## config.mk

```make
export PLATFORM = sky130hd
export DESIGN_NAME = mdio_mgmt_master
export DESIGN_NICKNAME = d
export VERILOG_FILES = /design/src/rtl/mdio_mgmt_pkg.sv /design/src/rtl/mdio_mgmt_ctrl.sv /design/src/rtl/mdio_mgmt_datapath.sv /design/src/rtl/mdio_mgmt_master.sv
export SDC_FILE = /design/constraint.sdc
export NUM_CORES = 1
export LEC_CHECK = 0
export ABC_AREA = 1
export BUFFER_PORTS_ARGS = -buffer_cell sky130_fd_sc_hd__buf_4
export CORE_MARGIN = 2
export CORE_UTILIZATION = 56
export CTS_CLUSTER_DIAMETER = 80
export CTS_CLUSTER_SIZE = 28
export DETAILED_ROUTE_END_ITERATION = 12
export GPL_TIMING_DRIVEN = 0
export PLACE_DENSITY = 0.79
export SLEW_MARGIN = 40
export SYNTH_ARGS = -nofsm -noshare
export SYNTH_HDL_FRONTEND = slang
export SYNTH_HIERARCHICAL = 1
export SYNTH_SLANG_ARGS = --single-unit
```

## constraint.sdc

```tcl
create_clock -name clk -period 2.75 [get_ports clk]
set_input_delay 0.275 -clock clk [delete_from_list [all_inputs] [get_ports clk]]
set_output_delay 0.275 -clock clk [all_outputs]
set_load 0.02 [all_outputs]
```

## src/rtl/mdio_mgmt_pkg.sv

```systemverilog
package mdio_mgmt_pkg;

  // Control-to-datapath strobes, one cycle each.
  typedef struct packed {
    logic load;    // latch a new frame
    logic shift;   // advance to the next serial bit
    logic sample;  // capture mdioIn on a rising MDC edge
    logic commit;  // move captured read data to the data register
  } mdioStrobeT;

  // Command word bit positions that the software contract fixes.
  localparam int CMD_PHY_LSB  = 8;
  localparam int CMD_WRITE    = 16;
  localparam int CMD_BUSY     = 17;
  localparam int CMD_CODE_LSB = 20;

  // Divider code to MDC period in system clocks (always even).
  function automatic logic [5:0] divRatio(input logic [3:0] code);
    case (code)
      4'h0: divRatio = 6'd4;
      4'h1: divRatio = 6'd6;
      4'h2: divRatio = 6'd8;
      4'h3: divRatio = 6'd12;
      4'h4: divRatio = 6'd16;
      4'h5: divRatio = 6'd20;
      4'h6: divRatio = 6'd24;
      4'h7: divRatio = 6'd28;
      4'h8: divRatio = 6'd30;
      4'h9: divRatio = 6'd32;
      4'hA: divRatio = 6'd36;
      4'hB: divRatio = 6'd40;
      4'hC: divRatio = 6'd44;
      4'hD: divRatio = 6'd48;
      4'hE: divRatio = 6'd54;
      default: divRatio = 6'd60;
    endcase
  endfunction

endpackage

```

## src/rtl/mdio_mgmt_ctrl.sv

```systemverilog
module mdio_mgmt_ctrl
  import mdio_mgmt_pkg::*;
#(
  parameter int PHY_W     = 5,
  parameter int REG_W     = 5,
  parameter int DATA_W    = 16,
  parameter int FRAME_LEN = 64
) (
  input  logic        clk,
  input  logic        rstN,
  input  logic        wrEn,
  input  logic        wrSel,
  input  logic [31:0] wrData,
  input  logic        mdcEnable,
  output logic [31:0] cmdRd,
  output logic        busy,
  output logic        mdc,
  output logic        driveEn,
  output mdioStrobeT  strobe
);

  localparam int IDX_W    = $clog2(FRAME_LEN);
  localparam int TA_POS   = FRAME_LEN - DATA_W - 2;
  localparam int DATA_POS = FRAME_LEN - DATA_W;
  localparam logic [IDX_W-1:0] LAST_IDX = IDX_W'(FRAME_LEN - 1);

  logic             busyQ, writeQ, mdcQ;
  logic [PHY_W-1:0] phyQ;
  logic [REG_W-1:0] regQ;
  logic [3:0]       codeQ;
  logic [4:0]       halfCnt, halfLim;
  logic [IDX_W-1:0] bitIdx;
  logic             cmdAcc, start, tick, rise, fall, last;
  logic [31:0]      wrDataUnused;

  assign wrDataUnused = wrData;

  assign halfLim = 5'(divRatio(codeQ) >> 1) - 5'd1;
  assign cmdAcc  = wrEn & wrSel & ~busyQ;
  assign start   = cmdAcc & wrData[CMD_BUSY];
  assign tick    = busyQ & mdcEnable & (halfCnt == halfLim);
  assign rise    = tick & ~mdcQ;
  assign fall    = tick & mdcQ;
  assign last    = (bitIdx == LAST_IDX);

  always_comb begin
    strobe.load   = start;
    strobe.shift  = fall & ~last;
    strobe.sample = rise & ~writeQ & (bitIdx >= IDX_W'(DATA_POS));
    strobe.commit = fall & last & ~writeQ;
  end

  always_ff @(posedge clk) begin
    if (!rstN) begin
      busyQ   <= 1'b0;
      writeQ  <= 1'b0;
      mdcQ    <= 1'b0;
      phyQ    <= '0;
      regQ    <= '0;
      codeQ   <= '0;
      halfCnt <= '0;
      bitIdx  <= '0;
    end else begin
      if (cmdAcc) begin
        writeQ <= wrData[CMD_WRITE];
        phyQ   <= wrData[CMD_PHY_LSB +: PHY_W];
        regQ   <= wrData[0 +: REG_W];
        codeQ  <= wrData[CMD_CODE_LSB +: 4];
      end
      if (start) begin
        busyQ   <= 1'b1;
        mdcQ    <= 1'b0;
        halfCnt <= '0;
        bitIdx  <= '0;
      end else if (busyQ && mdcEnable) begin
        halfCnt <= tick ? 5'd0 : halfCnt + 5'd1;
        if (tick) begin
          if (fall && last) begin
            busyQ <= 1'b0;
            mdcQ  <= 1'b0;
          end else begin
            mdcQ <= ~mdcQ;
          end
          if (fall && !last) bitIdx <= bitIdx + 1'b1;
        end
      end
    end
  end

  assign busy    = busyQ;
  assign mdc     = mdcQ & mdcEnable;
  assign driveEn = busyQ & (writeQ | (bitIdx < IDX_W'(TA_POS)));

  always_comb begin
    cmdRd = '0;
    cmdRd[0 +: REG_W]             = regQ;
    cmdRd[CMD_PHY_LSB +: PHY_W]   = phyQ;
    cmdRd[CMD_WRITE]              = writeQ;
    cmdRd[CMD_BUSY]               = busyQ;
    cmdRd[CMD_CODE_LSB +: 4]      = codeQ;
  end

endmodule

```

## src/rtl/mdio_mgmt_datapath.sv

```systemverilog
module mdio_mgmt_datapath
  import mdio_mgmt_pkg::*;
#(
  parameter int PHY_W   = 5,
  parameter int REG_W   = 5,
  parameter int DATA_W  = 16,
  parameter int PRE_LEN = 32
) (
  input  logic              clk,
  input  logic              rstN,
  input  mdioStrobeT        strobe,
  input  logic              wrEn,
  input  logic              wrSel,
  input  logic              busy,
  input  logic [31:0]       wrData,
  input  logic              mdioIn,
  output logic              mdioOut,
  output logic [DATA_W-1:0] dataRd
);

  localparam int FRAME_LEN = PRE_LEN + 4 + PHY_W + REG_W + 2 + DATA_W;

  logic [FRAME_LEN-1:0] frameQ, frameNext;
  logic [DATA_W-1:0]    capQ, dataQ;
  logic [1:0]           opCode;
  logic [31:0]          wrDataUnused;

  assign wrDataUnused = wrData;
  assign opCode = wrData[CMD_WRITE] ? 2'b01 : 2'b10;
  assign frameNext = {{PRE_LEN{1'b1}}, 2'b01, opCode,
                      wrData[CMD_PHY_LSB +: PHY_W], wrData[0 +: REG_W],
                      2'b10, dataQ};

  always_ff @(posedge clk) begin
    if (!rstN) begin
      frameQ <= '0;
      capQ   <= '0;
      dataQ  <= '0;
    end else begin
      if (strobe.load)       frameQ <= frameNext;
      else if (strobe.shift) frameQ <= {frameQ[FRAME_LEN-2:0], 1'b0};
      if (strobe.sample) capQ <= {capQ[DATA_W-2:0], mdioIn};
      if (strobe.commit)                 dataQ <= capQ;
      else if (wrEn && !wrSel && !busy)  dataQ <= wrData[DATA_W-1:0];
    end
  end

  assign mdioOut = frameQ[FRAME_LEN-1];
  assign dataRd  = dataQ;

endmodule

```

## src/rtl/mdio_mgmt_master.sv

```systemverilog
module mdio_mgmt_master
  import mdio_mgmt_pkg::*;
#(
  parameter int PHY_W   = 5,
  parameter int REG_W   = 5,
  parameter int DATA_W  = 16,
  parameter int PRE_LEN = 32
) (
  input  logic              clk,
  input  logic              rstN,
  input  logic              wrEn,
  input  logic              wrSel,
  input  logic [31:0]       wrData,
  output logic [31:0]       cmdRd,
  output logic [DATA_W-1:0] dataRd,
  input  logic              mdcEnable,
  output logic              mdc,
  output logic              mdioOut,
  output logic              mdioOe,
  input  logic              mdioIn
);

  localparam int FRAME_LEN = PRE_LEN + 4 + PHY_W + REG_W + 2 + DATA_W;

  mdioStrobeT strobe;
  logic       busy;

  mdio_mgmt_ctrl #(
    .PHY_W(PHY_W), .REG_W(REG_W), .DATA_W(DATA_W), .FRAME_LEN(FRAME_LEN)
  ) u_ctrl (
    .clk(clk), .rstN(rstN), .wrEn(wrEn), .wrSel(wrSel), .wrData(wrData),
    .mdcEnable(mdcEnable), .cmdRd(cmdRd), .busy(busy), .mdc(mdc),
    .driveEn(mdioOe), .strobe(strobe)
  );

  mdio_mgmt_datapath #(
    .PHY_W(PHY_W), .REG_W(REG_W), .DATA_W(DATA_W), .PRE_LEN(PRE_LEN)
  ) u_dp (
    .clk(clk), .rstN(rstN), .strobe(strobe), .wrEn(wrEn), .wrSel(wrSel),
    .busy(busy), .wrData(wrData), .mdioIn(mdioIn), .mdioOut(mdioOut),
    .dataRd(dataRd)
  );

endmodule

```

=== Word level (Yosys, flattened, before mapping) ===
Memories as Yosys holds them, arrays and structs flattened. A register that Yosys moved wholly into a read port is not among the register bits.
Cells that the tools add are included.

* Flip-flop bits (word level): 124
* Latch bits: 0
* Bits in writable memories: 0
* ROM bits: 80
* Input bits: 38
* Output and inout port bits: 51
* Logic and storage cells: 70
* Memories kept: 1

* $add $sub $neg: 3
* Multiply operators: 0
* Div/mod/pow operators: 0
* Magnitude comparators: 2
* Equal/unequal tests: 2
* Shift-type cells: 0
* Multiplexer cells: 13
* Bitwise operators: 20
* Reduce and logical (&&, ||, !) cells: 17

{| class="wikitable"
|+ Memories
! name !! words !! bits a word !! rd ports !! clocked after Yosys merged registers in !! write ports !! RTL line !! RTL
|-
| (name not given) || 16 || 5 || 1 || 1 || 0 || mdio_mgmt_pkg.sv:19 || <nowiki>case (code)</nowiki>
|}

{| class="wikitable"
|+ Operators by type and width
! operator !! number
|-
| two-way mux 64 bit || 2
|-
| two-way mux 16 bit || 2
|-
| bitwise AND 1 bit || 14
|-
| nonzero test 2 bit || 5
|-
| two-way mux 4 bit || 2
|-
| adder 6 x 1 -> 6 bit (second input constant) || 1
|-
| equality test 6 bit (second input constant) || 1
|-
| greater-or-equal comparator 6 bit (second input constant) || 1
|-
| < comparator 6 bit (second input constant) || 1
|-
| AND reduction 3 bit || 2
|-
| adder 5 x 1 -> 5 bit (second input constant) || 1
|-
| equality test 5 bit || 1
|-
| logical AND 1 bit || 5
|-
| two-way mux 1 bit || 5
|-
| two-way mux 5 bit || 1
|-
| NOT 1 bit || 5
|-
| subtractor 5 x 1 -> 5 bit (second input constant) || 1
|-
| logical NOT 1 bit || 3
|-
| two-way mux 2 bit || 1
|-
| AND reduction 2 bit || 1
|-
| OR reduction 2 bit || 1
|-
| OR 1 bit || 1
|}

=== Logic depth before layout (Yosys ltp) ===
Gate-level depths: netlist (run 1).

* Depth after elaboration: 9
* Mapped depth: 19
* Mapped depth without buffers: 17

=== Hierarchy ===
Netlist (run 1), hierarchy kept.

{| class="wikitable"
|+ Modules (own cells, without submodules)
! module !! times used !! cells an instance !! area an instance (um^2) !! sequential area each (um^2)
|-
| mdio_mgmt_datapath || 1 || 548 || 3,844.9 || 1,921.8
|-
| mdio_mgmt_ctrl || 1 || 250 || 1,841.8 || 660.6
|}

=== Least setup slack after synthesis (run 1) ===
No wires, ideal clock.

* Path kind: register to register
* From: reg with a tool-made name
* To: reg u_dp.capQ[14]
* Library setup time: 0.116 ns
* Data arrival time: 2.122 ns
* Required time: 2.634 ns
* Setup slack: 0.512 ns
* Stages on the path, launching flop included: 14
* Buffers on the path: 2
* Clock period less this slack: 2.238 ns
* Cells stage by stage: dfxtp_1 > inv_2 > ha_1 > xnor2_1 > nor2_2 > nand2_1 > nor2_2 > buf_6 > inv_2 > nor4_2 > inv_1 > clkbuf_1 > nor2_1 > nor2_1

{| class="wikitable"
|+ RTL lines
! element !! RTL line !! RTL
|-
| end signal, assigned || mdio_mgmt_datapath.sv:42 || <nowiki>if (strobe.sample) capQ <= {capQ[DATA_W-2:0], mdioIn};</nowiki>
|-
| end, declared || mdio_mgmt_datapath.sv:24 || <nowiki>logic [DATA_W-1:0] capQ, dataQ;</nowiki>
|}

==> results of run 1 <==
## report_power, final
group	switching, W	internal (W)	leakage [nW]
registers	0.0000502	0.00196	1.05
logic	0.000310	0.000193	2.02
clock network	0.000880	0.00148	0.303
total	0.00124	0.00363	3.38
## metal layers
metal,vias up,wire [um],global-route usage [%]
met2,270,6990,44.9
met4,0,393,9.62
met3,40,1200,6.05
met5,-,0,0
li1,2701,-,-
met1,2486,6170,34.2
## area by class of cell
cell class / instances / share of cell area (%)
clock buffers: 17 / 5.89
clock inverters: 15 / 2.96
well taps: 133 / 2.37
inverters: 60 / 3.24
multi-input cells: 564 / 37.0
plain buffers: 60 / 4.93
flip-flops and latches: 129 / 36.7
repair buffers: 64 / 6.84
## cell families after synthesis
family,synth area share [%]
and+or+nand+nor,28.4
AOI/OAI and AO/OA,13.2
DFF,45.4
buffers and inverters,10.1
adders and majority gates,1.76
xor gates and xnor gates,1.08
other,0.0659
## final timing paths
path	endpoint	slack [ns]	cells after the start
worst max register to register	u_dp/frameQ[29]	0.15	14
worst max-delay path	u_dp/frameQ[29]	0.15	14
worst min register to register	u_dp/frameQ[31]	0.47	2
worst min-delay path	u_dp/capQ[0]	0.02	3
## synthesized netlist by cell type, types with 2 or more instances
| library cell | n |
|---|---|
| sky130_fd_sc_hd__nor3_4 | 2 |
| sky130_fd_sc_hd__dfxtp_1 | 129 |
| sky130_fd_sc_hd__nor3_1 | 9 |
| sky130_fd_sc_hd__o21ai_0 | 69 |
| sky130_fd_sc_hd__clkbuf_1 | 19 |
| sky130_fd_sc_hd__nor2_1 | 185 |
| sky130_fd_sc_hd__buf_2 | 14 |
| sky130_fd_sc_hd__nand3_1 | 30 |
| sky130_fd_sc_hd__buf_4 | 25 |
| sky130_fd_sc_hd__nor2_2 | 4 |
| sky130_fd_sc_hd__o21ai_1 | 13 |
| sky130_fd_sc_hd__xor2_1 | 4 |
| sky130_fd_sc_hd__a21oi_1 | 61 |
| sky130_fd_sc_hd__xnor2_1 | 3 |
| sky130_fd_sc_hd__nand4_1 | 6 |
| sky130_fd_sc_hd__nand2_2 | 2 |
| sky130_fd_sc_hd__ha_1 | 8 |
| sky130_fd_sc_hd__inv_1 | 54 |
| sky130_fd_sc_hd__nand3_2 | 2 |
| sky130_fd_sc_hd__inv_2 | 5 |
| sky130_fd_sc_hd__nand2_1 | 140 |
## metrics by stage
stage	TNS (ns)	hold slack, ns
2_1_floorplan	0	0.410
3_3_place_gp	0	0.446
3_5_place_dp	0	0.448
4_1_cts	0	0.0130
5_1_grt	-0.0808	0.0440
6_report	0	0.0151
## state kept, by name, indices dropped and copies added (netlist names), named ones only
name            flops
u_ctrl/phyQ         5
u_dp/capQ          16
u_ctrl/writeQ       1
u_ctrl/busy         1
u_ctrl/codeQ        4
u_ctrl/regQ         5
u_dp/frameQ        64
u_ctrl/halfCnt      5
u_dp/dataRd        16
u_ctrl/bitIdx       6
u_ctrl/mdcQ         1
## repair_timing
action                                  4_1_cts  5_1_grt
buffers inserted                              0        2
gates resized for setup                       0        3
endpoints found under the setup margin        0       25
## cell usage in the layout (no fill, tap or decap), types with 2 or more instances in the layout
cell                        netlist  routed
sky130_fd_sc_hd__xnor2_1          3       3
sky130_fd_sc_hd__nand4_1          6       6
sky130_fd_sc_hd__clkinv_2         0       2
sky130_fd_sc_hd__conb_1           1      16
sky130_fd_sc_hd__ha_1             8       8
sky130_fd_sc_hd__buf_4           25      89
sky130_fd_sc_hd__nand2_2          2       2
sky130_fd_sc_hd__clkbuf_16        0      16
sky130_fd_sc_hd__bufinv_16        0       4
sky130_fd_sc_hd__inv_1           54      54
sky130_fd_sc_hd__clkbuf_1        19      19
sky130_fd_sc_hd__o21ai_0         69      69
sky130_fd_sc_hd__nor2_2           4       3
sky130_fd_sc_hd__buf_2           14      13
sky130_fd_sc_hd__nand2_1        140     140
sky130_fd_sc_hd__inv_2            5       5
sky130_fd_sc_hd__inv_6            0       2
sky130_fd_sc_hd__clkinv_4         0       6
sky130_fd_sc_hd__o21ai_1         13      13
sky130_fd_sc_hd__nand3_2          2       2
sky130_fd_sc_hd__nand3_1         30      30
sky130_fd_sc_hd__nor3_1           9       9
sky130_fd_sc_hd__nor3_4           2       2
sky130_fd_sc_hd__a21oi_1         61      61
sky130_fd_sc_hd__xor2_1           4       4
sky130_fd_sc_hd__nor2_1         185     185
sky130_fd_sc_hd__dfxtp_1        129     129
## worst max-delay path, stage by stage, from the launching register on
cell and delay [ns]:
sky130_fd_sc_hd__dfxtp_1 0.37, sky130_fd_sc_hd__inv_2 0.06, sky130_fd_sc_hd__ha_1 0.30, sky130_fd_sc_hd__xnor2_1 0.13, sky130_fd_sc_hd__nor2_2 0.10, sky130_fd_sc_hd__nand2_1 0.10
sky130_fd_sc_hd__nor2_4 0.13, sky130_fd_sc_hd__nand3_2 0.17, sky130_fd_sc_hd__inv_1 0.09, sky130_fd_sc_hd__buf_2 0.23, sky130_fd_sc_hd__inv_2 0.13, sky130_fd_sc_hd__nand2_2 0.16
sky130_fd_sc_hd__buf_2 0.25, sky130_fd_sc_hd__o21ai_0 0.13, sky130_fd_sc_hd__a21oi_1 0.17
==> flow_summary.toml, run 1 <==
[status]
result_of_the_run = "completed"

[sta]
maximum_clock_rate_mhz = 385
timing.final.ws_setup_ns = 0.151
worst_slew_margin_rel_pct = 66.0
layout_min_cycle_time_ns = 2.60
finClkSkew_ns = 0.00905
report.final.hold_viol_count = 0
worst_pin_slew_ns = 0.511
timing.final.max_slew_violations = 0
finalSetupViolations = 0
min_period_over_period_pct = 94.5

[route]
first_pass_detailed_route_iteration_total = 6
routed_vias = 5497
vias_per_cell = 5.28
detail_route.wl_per_cell_um = 14.2
antenna_left = 0
drt_drc_violations_left = 0
dr.first_iter.drc_count = 442
drt_wl_total_um = 14700

[floorplanning]
num_io_pins = 89
initial_core_util_pct = 57.9
die_width_um = 105
num_rows = 36
core_area_um2 = 9820
dieArea_um2 = 11000
die-height_um = 105

[place]
pre_cts_ws_ns = 0.0309
port_buffers = 62
dpl.cell_count = 1008
place_hpwl_um = 10000
place.gp.congestion = 0.851
placed_cell_area_um2 = 6370

[clock_network]
insertion_delay_of_the_later_clocked_pin_in_the_worst_skew_pair_ns = 0.52
cts_sinks = 129
cts.reportedPaths.clkPinSlew_ns = 0.06
clockRootBuffer = "sky130_fd_sc_hd__clkbuf_8"
cts-buffers-inserted = 17
hold_buffers = 0
cts_max_path_buffers = 2
ctsHtreeMaxLevel = 4
tritoncts = "yes"

[finish]
fin_nets = 942
drive_above_1_share_pct = 17.4
fin_cells = 1042
diodes = 0
area_growth_syn_to_layout_pct = 23.6
final_cell_area_um2 = 7030
finish.utilization_pct = 71.6
layout.area.seq_um2 = 2580
fillers = 799
multiInputGateArea_um2 = 2600

[power]
power.density_nw_per_um2 = 693
cellLeakagePower_nw = 3.38
total_power_w = 0.00487
vdd_ir_drop_max_v = 0.000515

[setup_path]
setup.worst_path.class = "reg -> reg"
worstPathRequired_ns = 3.20
timing.critical_path.arrival_ns = 3.04
start_kind = "flip-flop"
crit_path_end_kind = "flip-flop"
path_max_fanout = 10

[global_routing]
globalRouteOverflowTotal = 0
gr-usage-all-layers_pct = 26.9
largest_net_degree_at_the_start_of_global_routing = 17
antenna_violations_before_repair = 0
global_route_wire_length_before_repair_um = 23700
grt_pass1_vias = 4974

[yosys]
synth-seq-area-share_pct = 45.4
postSynthRegisterBits = 129
ys_top_cells_by_area = "sky130_fd_sc_hd__dfxtp_1 (45%), sky130_fd_sc_hd__nor2_1 (12%), sky130_fd_sc_hd__nand2_1 (9.2%), sky130_fd_sc_hd__o21ai_0 (6.1%), sky130_fd_sc_hd__a21oi_1 (5.4%)"
synth_largest_area_cell = "sky130_fd_sc_hd__dfxtp_1"
syn_avg_cell_area_um2 = 7.13
syn_area_um2 = 5690
synth-warning-count = 6
netlist_instances = 798
synth_ff_type = "sky130_fd_sc_hd__dfxtp_1"
synthArstFlopShare_pct = 0
post-synth-top-area-fraction_pct = 45.4
synth_edf_count = 0
synth.distinct_cells = 35

[flow_run]
maxCapViolCount = 0

[min_path]
holdCritStartpoint = "mdioIn"
timing.hold.worst.class = "in -> reg"
Note: power is estimated with default switching activity, not from simulation.
==> run 2: changes to the inputs <==
--- a/config.mk
+++ b/config.mk
@@ -14,6 +14,7 @@
 export DETAILED_ROUTE_END_ITERATION = 12
 export GPL_TIMING_DRIVEN = 0
 export PLACE_DENSITY = 0.79
+export RECOVER_POWER = 25
 export SLEW_MARGIN = 40
 export SYNTH_ARGS = -nofsm -noshare
 export SYNTH_HDL_FRONTEND = slang
==> flow_summary.toml, run 2 (same netlist as run 1, synthesis figures left out) <==
[route]
first_pass_detailed_route_iteration_total = 5
vias_per_cell = 5.26
drt_wl_total_um = 14800
drt_drc_violations_left = 0
dr.first_iter.drc_count = 474
routed_vias = 5485
antenna_left = 0
detail_route.wl_per_cell_um = 14.2

[clock_network]
cts.reportedPaths.clkPinSlew_ns = 0.06
ctsHtreeMaxLevel = 4
cts_max_path_buffers = 2
insertion_delay_of_the_later_clocked_pin_in_the_worst_skew_pair_ns = 0.53
cts-buffers-inserted = 17
clockRootBuffer = "sky130_fd_sc_hd__clkbuf_8"
cts_sinks = 129
tritoncts = "yes"

[place]
pre_cts_ws_ns = 0.0309
port_buffers = 62
place_hpwl_um = 10000
place.gp.congestion = 0.851

[finish]
layout.cells.most_common_list = "sky130_fd_sc_hd__nor2_1 (185), sky130_fd_sc_hd__nand2_1 (140), sky130_fd_sc_hd__dfxtp_1 (129)"
diodes = 0
drive_above_1_share_pct = 13.5
largest_register_ff_count = 64
area_growth_syn_to_layout_pct = 20.8
layout_commonest_cell = "sky130_fd_sc_hd__nor2_1"
fin_nets = 942
fillers = 839
multiInputGateArea_um2 = 2560
finish.utilization_pct = 70.0
layout.area.seq_um2 = 2580
regMostFlops = "u_dp/frameQ"

[floorplanning]
num_io_pins = 89
die_width_um = 105
num_rows = 36
initial_core_util_pct = 57.9
dieArea_um2 = 11000
die-height_um = 105
core_area_um2 = 9820

[global_routing]
global_route_wire_length_before_repair_um = 23700
globalRouteOverflowTotal = 0
gr-usage-all-layers_pct = 26.9
grt_pass1_vias = 4974
largest_net_degree_at_the_start_of_global_routing = 17
antenna_violations_before_repair = 0

[status]
result_of_the_run = "completed"

[flow_run]
maxCapViolCount = 0

[setup_path]
timing.critical_path.arrival_ns = 3.05
timing.critical_path.buf_inv = 5
crit_path_end_kind = "flip-flop"
cp_slowest_stage_delay_ns = 0.37
worstPathCellList = "inv_2 -> ha_1 -> xnor2_1 -> nor2_2 -> nand2_1 -> nor2_4 -> nand3_2 -> inv_1 -> buf_2 -> inv_2 -> nand2_2 -> buf_2 -> o21ai_0 -> a21oi_1"
worstPathRequired_ns = 3.20
start_kind = "flip-flop"
slowest_stage = "sky130_fd_sc_hd__dfxtp_1"
path_max_fanout = 10
setup.worst_path.class = "reg -> reg"
worst_path_dominant_cell_family = "buffers and inverters"

[sta]
min_period_over_period_pct = 94.4
finalSetupViolations = 0
report.final.hold_viol_count = 0
layout_min_cycle_time_ns = 2.59
worst_slew_margin_rel_pct = 55.8
worst_pin_slew_ns = 0.658
timing.final.max_slew_violations = 0
maximum_clock_rate_mhz = 385
timing.final.ws_setup_ns = 0.155
finClkSkew_ns = 0.00972

[power]
power.density_nw_per_um2 = 705
cellLeakagePower_nw = 3.25
vdd_ir_drop_max_v = 0.000514

[min_path]
holdCritStartpoint = "mdioIn"
timing.hold.worst.class = "in -> reg"
## run 2: report_power, final
part | internal [W] | switching (W)
logic | 0.000166 | 0.000307
clock network | 0.00148 | 0.000881
registers | 0.00196 | 0.0000498
total | 0.00360 | 0.00124
## run 2: worst paths after layout
path / endpoint / slack (ns) / depth (start not counted)
worst min-delay path: u_dp/capQ[0] / 0.01 / 3
worst max-delay path: u_dp/frameQ[29] / 0.16 / 14
worst min register to register: u_dp/frameQ[25] / 0.47 / 2
worst max register to register: u_dp/frameQ[29] / 0.16 / 14
## run 2: routing by layer
layer / GRT usage (%) / wire (um)
met5: 0 / 0
met3: 6.05 / 1210
met4: 9.62 / 301
met2: 44.9 / 7070
met1: 34.2 / 6240
## run 2: timing repair
action                                  4_1_cts  5_1_grt
hold endpoints to repair                      0        0
setup buffers                                 0        2
gates resized for setup                       0        3
hold buffers                                  0        0
endpoints found under the setup margin        0       25
## run 2: final cells by class
class | count | area share (%)
Sequential cell | 129 | 37.6
Buffer | 60 | 5.04
Clock inverter | 15 | 3.02
Timing Repair Buffer | 64 | 5.30
Inverter | 60 | 3.31
Clock buffer | 17 | 6.03
Multi-Input combinational cell | 564 | 37.3
Tap cell | 133 | 2.42
## run 2: worst reg2reg max path: cells and delay by family (launching register included)
| family | cells | cell delay [ns] |
|---|---|---|
| AO/OA/AOI/OAI | 2 | 0.30 |
| XOR/XNOR | 1 | 0.13 |
| adder cells (fa/ha/maj) | 1 | 0.30 |
| buffers and inverters | 5 | 0.76 |
| flip-flops | 1 | 0.37 |
| AND/OR/NAND/NOR | 5 | 0.66 |
## run 2: per-stage QoR
| step | std cells | cell area, um2 | setup TNS, ns | total power, W | hold WS [ns] |
|---|---|---|---|---|---|
| final | 1042 | 6870 | 0 | 0.00484 | 0.0139 |
| after global routing | 1042 | 6870 | -0.0808 | 0.00500 | 0.0440 |
| after CTS | 1040 | 7000 | 0 | 0.00488 | 0.0130 |
| after detailed placement | 1008 | 6370 | 0 | 0.00253 | 0.448 |
| after global placement | 1008 | 6370 | 0 | 0.00252 | 0.446 |
| after floorplan | 813 | 5740 | 0 | 0.00236 | 0.410 |
==> run 3: changes to the inputs <==
--- a/config.mk
+++ b/config.mk
@@ -8,12 +8,11 @@
 export ABC_AREA = 1
 export BUFFER_PORTS_ARGS = -buffer_cell sky130_fd_sc_hd__buf_4
 export CORE_MARGIN = 2
-export CORE_UTILIZATION = 56
+export CORE_UTILIZATION = 35
 export CTS_CLUSTER_DIAMETER = 80
 export CTS_CLUSTER_SIZE = 28
 export DETAILED_ROUTE_END_ITERATION = 12
 export GPL_TIMING_DRIVEN = 0
-export PLACE_DENSITY = 0.79
 export RECOVER_POWER = 25
 export SLEW_MARGIN = 40
 export SYNTH_ARGS = -nofsm -noshare
==> constraint.sdc (replaced) <==
create_clock -name clk -period 2.75 [get_ports clk]
set_input_delay 0 -clock clk [delete_from_list [all_inputs] [get_ports clk]]
set_output_delay 0 -clock clk [all_outputs]
set_load 0.02 [all_outputs]
==> flow_summary.toml, run 3 (same netlist as run 1, synthesis figures left out) <==
[status]
result_of_the_run = "completed"

[power]
vdd_ir_drop_max_v = 0.000444
total_power_w = 0.00471
share_clk_of_total_power_pct = 47.1
switchingPower_w = 0.00122
comb_power_share_pct = 10.4
power.density_nw_per_um2 = 654
cellLeakagePower_nw = 3.32
swShare_pct = 25.9
p_seq_share_pct = 42.5
internal_power_w = 0.00349

[sta]
timing.final.ws_setup_ns = 0.156
min_period_over_period_pct = 94.3
finalSetupViolations = 0
layout_min_cycle_time_ns = 2.59
unrepaired_setup_endpoints_after_global_routing = "true"
maximum_clock_rate_mhz = 386
timing.final.max_slew_violations = 0
worst_slew_margin_rel_pct = 52.4
finClkSkew_ns = 0.0103
report.final.hold_viol_count = 0
worst_pin_slew_ns = 0.708

[floorplanning]
num_io_pins = 89
die-height_um = 131
core_area_um2 = 15900
dieArea_um2 = 17300
num_rows = 46
die_width_um = 131
initial_core_util_pct = 35.8

[min_path]
holdCritStartpoint = "wrSel"
worst_hold_path.num_cells = 6
timing.hold.worst_endpoint = "u_dp/dataRd[15]"
timing.hold.worst.class = "in -> reg"

[setup_path]
cp_slowest_stage_delay_ns = 0.37
slowest_stage = "sky130_fd_sc_hd__dfxtp_1"
worstPathCellList = "inv_2 -> ha_1 -> xnor2_1 -> nor2_2 -> nand2_1 -> nor2_2 -> buf_6 -> nand3_1 -> nor2_1 -> buf_4 -> inv_1 -> buf_4 -> buf_2 -> a21oi_1 -> nor2_1"
reg2reg_setup_slack_ns = 0.16
timing.critical_path.arrival_ns = 2.90
crit_path_end_kind = "flip-flop"
start_kind = "flip-flop"
setup.worst_path.class = "reg -> reg"
worstPathRequired_ns = 3.06
regToRegEndpoint = "u_dp/dataRd[5]"
worstRegToRegCells = 15
path_max_fanout = 10

[clock_network]
number_of_setup_buffers_added_after_cts = 0
tritoncts = "yes"
cts_max_path_buffers = 2
ctsHtreeMaxLevel = 4
cts.reportedPaths.clkPinSlew_ns = 0.06
insertion_delay_of_the_later_clocked_pin_in_the_worst_skew_pair_ns = 0.43
cts_sinks = 129
clockRootBuffer = "sky130_fd_sc_hd__clkbuf_16"
cts-buffers-inserted = 17

[flow_run]
maxCapViolCount = 0

[finish]
fin_cells = 1149
fillers = 1649
regMostFlops = "u_dp/frameQ"
layout.cells.most_common_list = "sky130_fd_sc_hd__nor2_1 (185), sky130_fd_sc_hd__nand2_1 (140), sky130_fd_sc_hd__dfxtp_1 (129)"
area_growth_syn_to_layout_pct = 26.7
final_cell_area_um2 = 7200
largest_register_ff_count = 64
multiInputGateArea_um2 = 2580
fin_nets = 966
layout_commonest_cell = "sky130_fd_sc_hd__nor2_1"
finish.utilization_pct = 45.3
diodes = 0
layout.area.seq_um2 = 2580
drive_above_1_share_pct = 13.3

[global_routing]
grt_pass1_vias = 4805
globalRouteOverflowTotal = 0
gr-usage-all-layers_pct = 16.9
antenna_violations_before_repair = 0
global_route_wire_length_before_repair_um = 23600
largest_net_degree_at_the_start_of_global_routing = 17

[route]
vias_per_cell = 4.55
detail_route.wl_per_cell_um = 12.5
drt_drc_violations_left = 0
dr.first_iter.drc_count = 356
routed_vias = 5230
first_pass_detailed_route_iteration_total = 4
drt_wl_total_um = 14300
antenna_left = 0

[place]
dpl.cell_count = 1091
place.gp.congestion = 0.811
port_buffers = 62
placed_cell_area_um2 = 6480
place_hpwl_um = 10200
pre_cts_ws_ns = 0.0577
==> run 3: cell count changes in the layout (fill, tap and decap cells not counted), sizes merged <==
cell         previous run  this run
bufinv                  4         2
clkinvlp                1         3
buf                    73        71
dlygate4sd3             0        26
clkinv                  8         5
clkbuf                 68        69
inv                    62        64
==> run 3: stage by stage <==
step / setup TNS [ns] / hold slack [ns]
after global routing: -0.119 / 0.147
after global placement: -0.000268 / 0.242
final: 0 / 0.124
after CTS: 0 / 0.0888
after detailed placement: 0 / 0.249
after floorplan: 0 / 0.129
==> run 3: worst max path at each step <==
stage | to | depth (start not counted) | slack [ns]
2_1_floorplan | u_dp/capQ[14] | 13 | 0.51
3_3_place_gp | u_dp/capQ[13] | 13 | -0.0003
3_5_place_dp | u_dp/capQ[14] | 13 | 0.06
4_1_cts | u_dp/capQ[14] | 13 | 0.02
5_1_grt | u_dp/dataRd[6] | 18 | -0.03
6_report | u_dp/dataRd[5] | 15 | 0.16
==> run 3: worst max-delay path: cells and delay by family (launching register included) <==
| family | cells | cell delay [ns] |
|---|---|---|
| buffers and inverters | 6 | 0.82 |
| and+or+nand+nor | 6 | 0.63 |
| DFF | 1 | 0.37 |
| adders and majority gates | 1 | 0.31 |
| AOI/OAI and AO/OA | 1 | 0.22 |
| xor gates and xnor gates | 1 | 0.14 |
==> run 3: per-layer routing <==
metal / track usage [%] / vias to the layer above / part of all wire [%]
li1: - / 2752 / -
met3: 4.94 / 16 / 4.1
met2: 26.7 / 90 / 46
met1: 22.5 / 2372 / 49
met4: 5.01 / 0 / 1.1
met5: 0 / - / 0
==> run 3: power groups by stage <==
stage / clock (W) / combinational (W) / sequential (W)
3_3_place_gp: 0 / 0.000486 / 0.00204
2_1_floorplan: 0 / 0.000290 / 0.00207
3_5_place_dp: 0 / 0.000489 / 0.00205
6_report: 0.00222 / 0.000491 / 0.00200
5_1_grt: 0.00236 / 0.000549 / 0.00201
4_1_cts: 0.00227 / 0.000521 / 0.00201
==> run 3: cell type report <==
| class | count | share of cell area, % |
|---|---|---|
| Sequential cell | 129 | 35.9 |
| Multi-Input combinational cell | 564 | 35.8 |
| Timing Repair Buffer | 88 | 8.46 |
| Clock buffer | 18 | 5.96 |
| Buffer | 60 | 4.81 |
| Tap cell | 216 | 3.75 |
| Inverter | 60 | 3.16 |
| Clock inverter | 14 | 2.19 |
==> run 3: timing repair <==
item,4_1_cts,5_1_grt
resized for setup,0,6
hold buffers,26,0
endpoints found under the hold margin,45,0
endpoints found under the setup margin,0,26
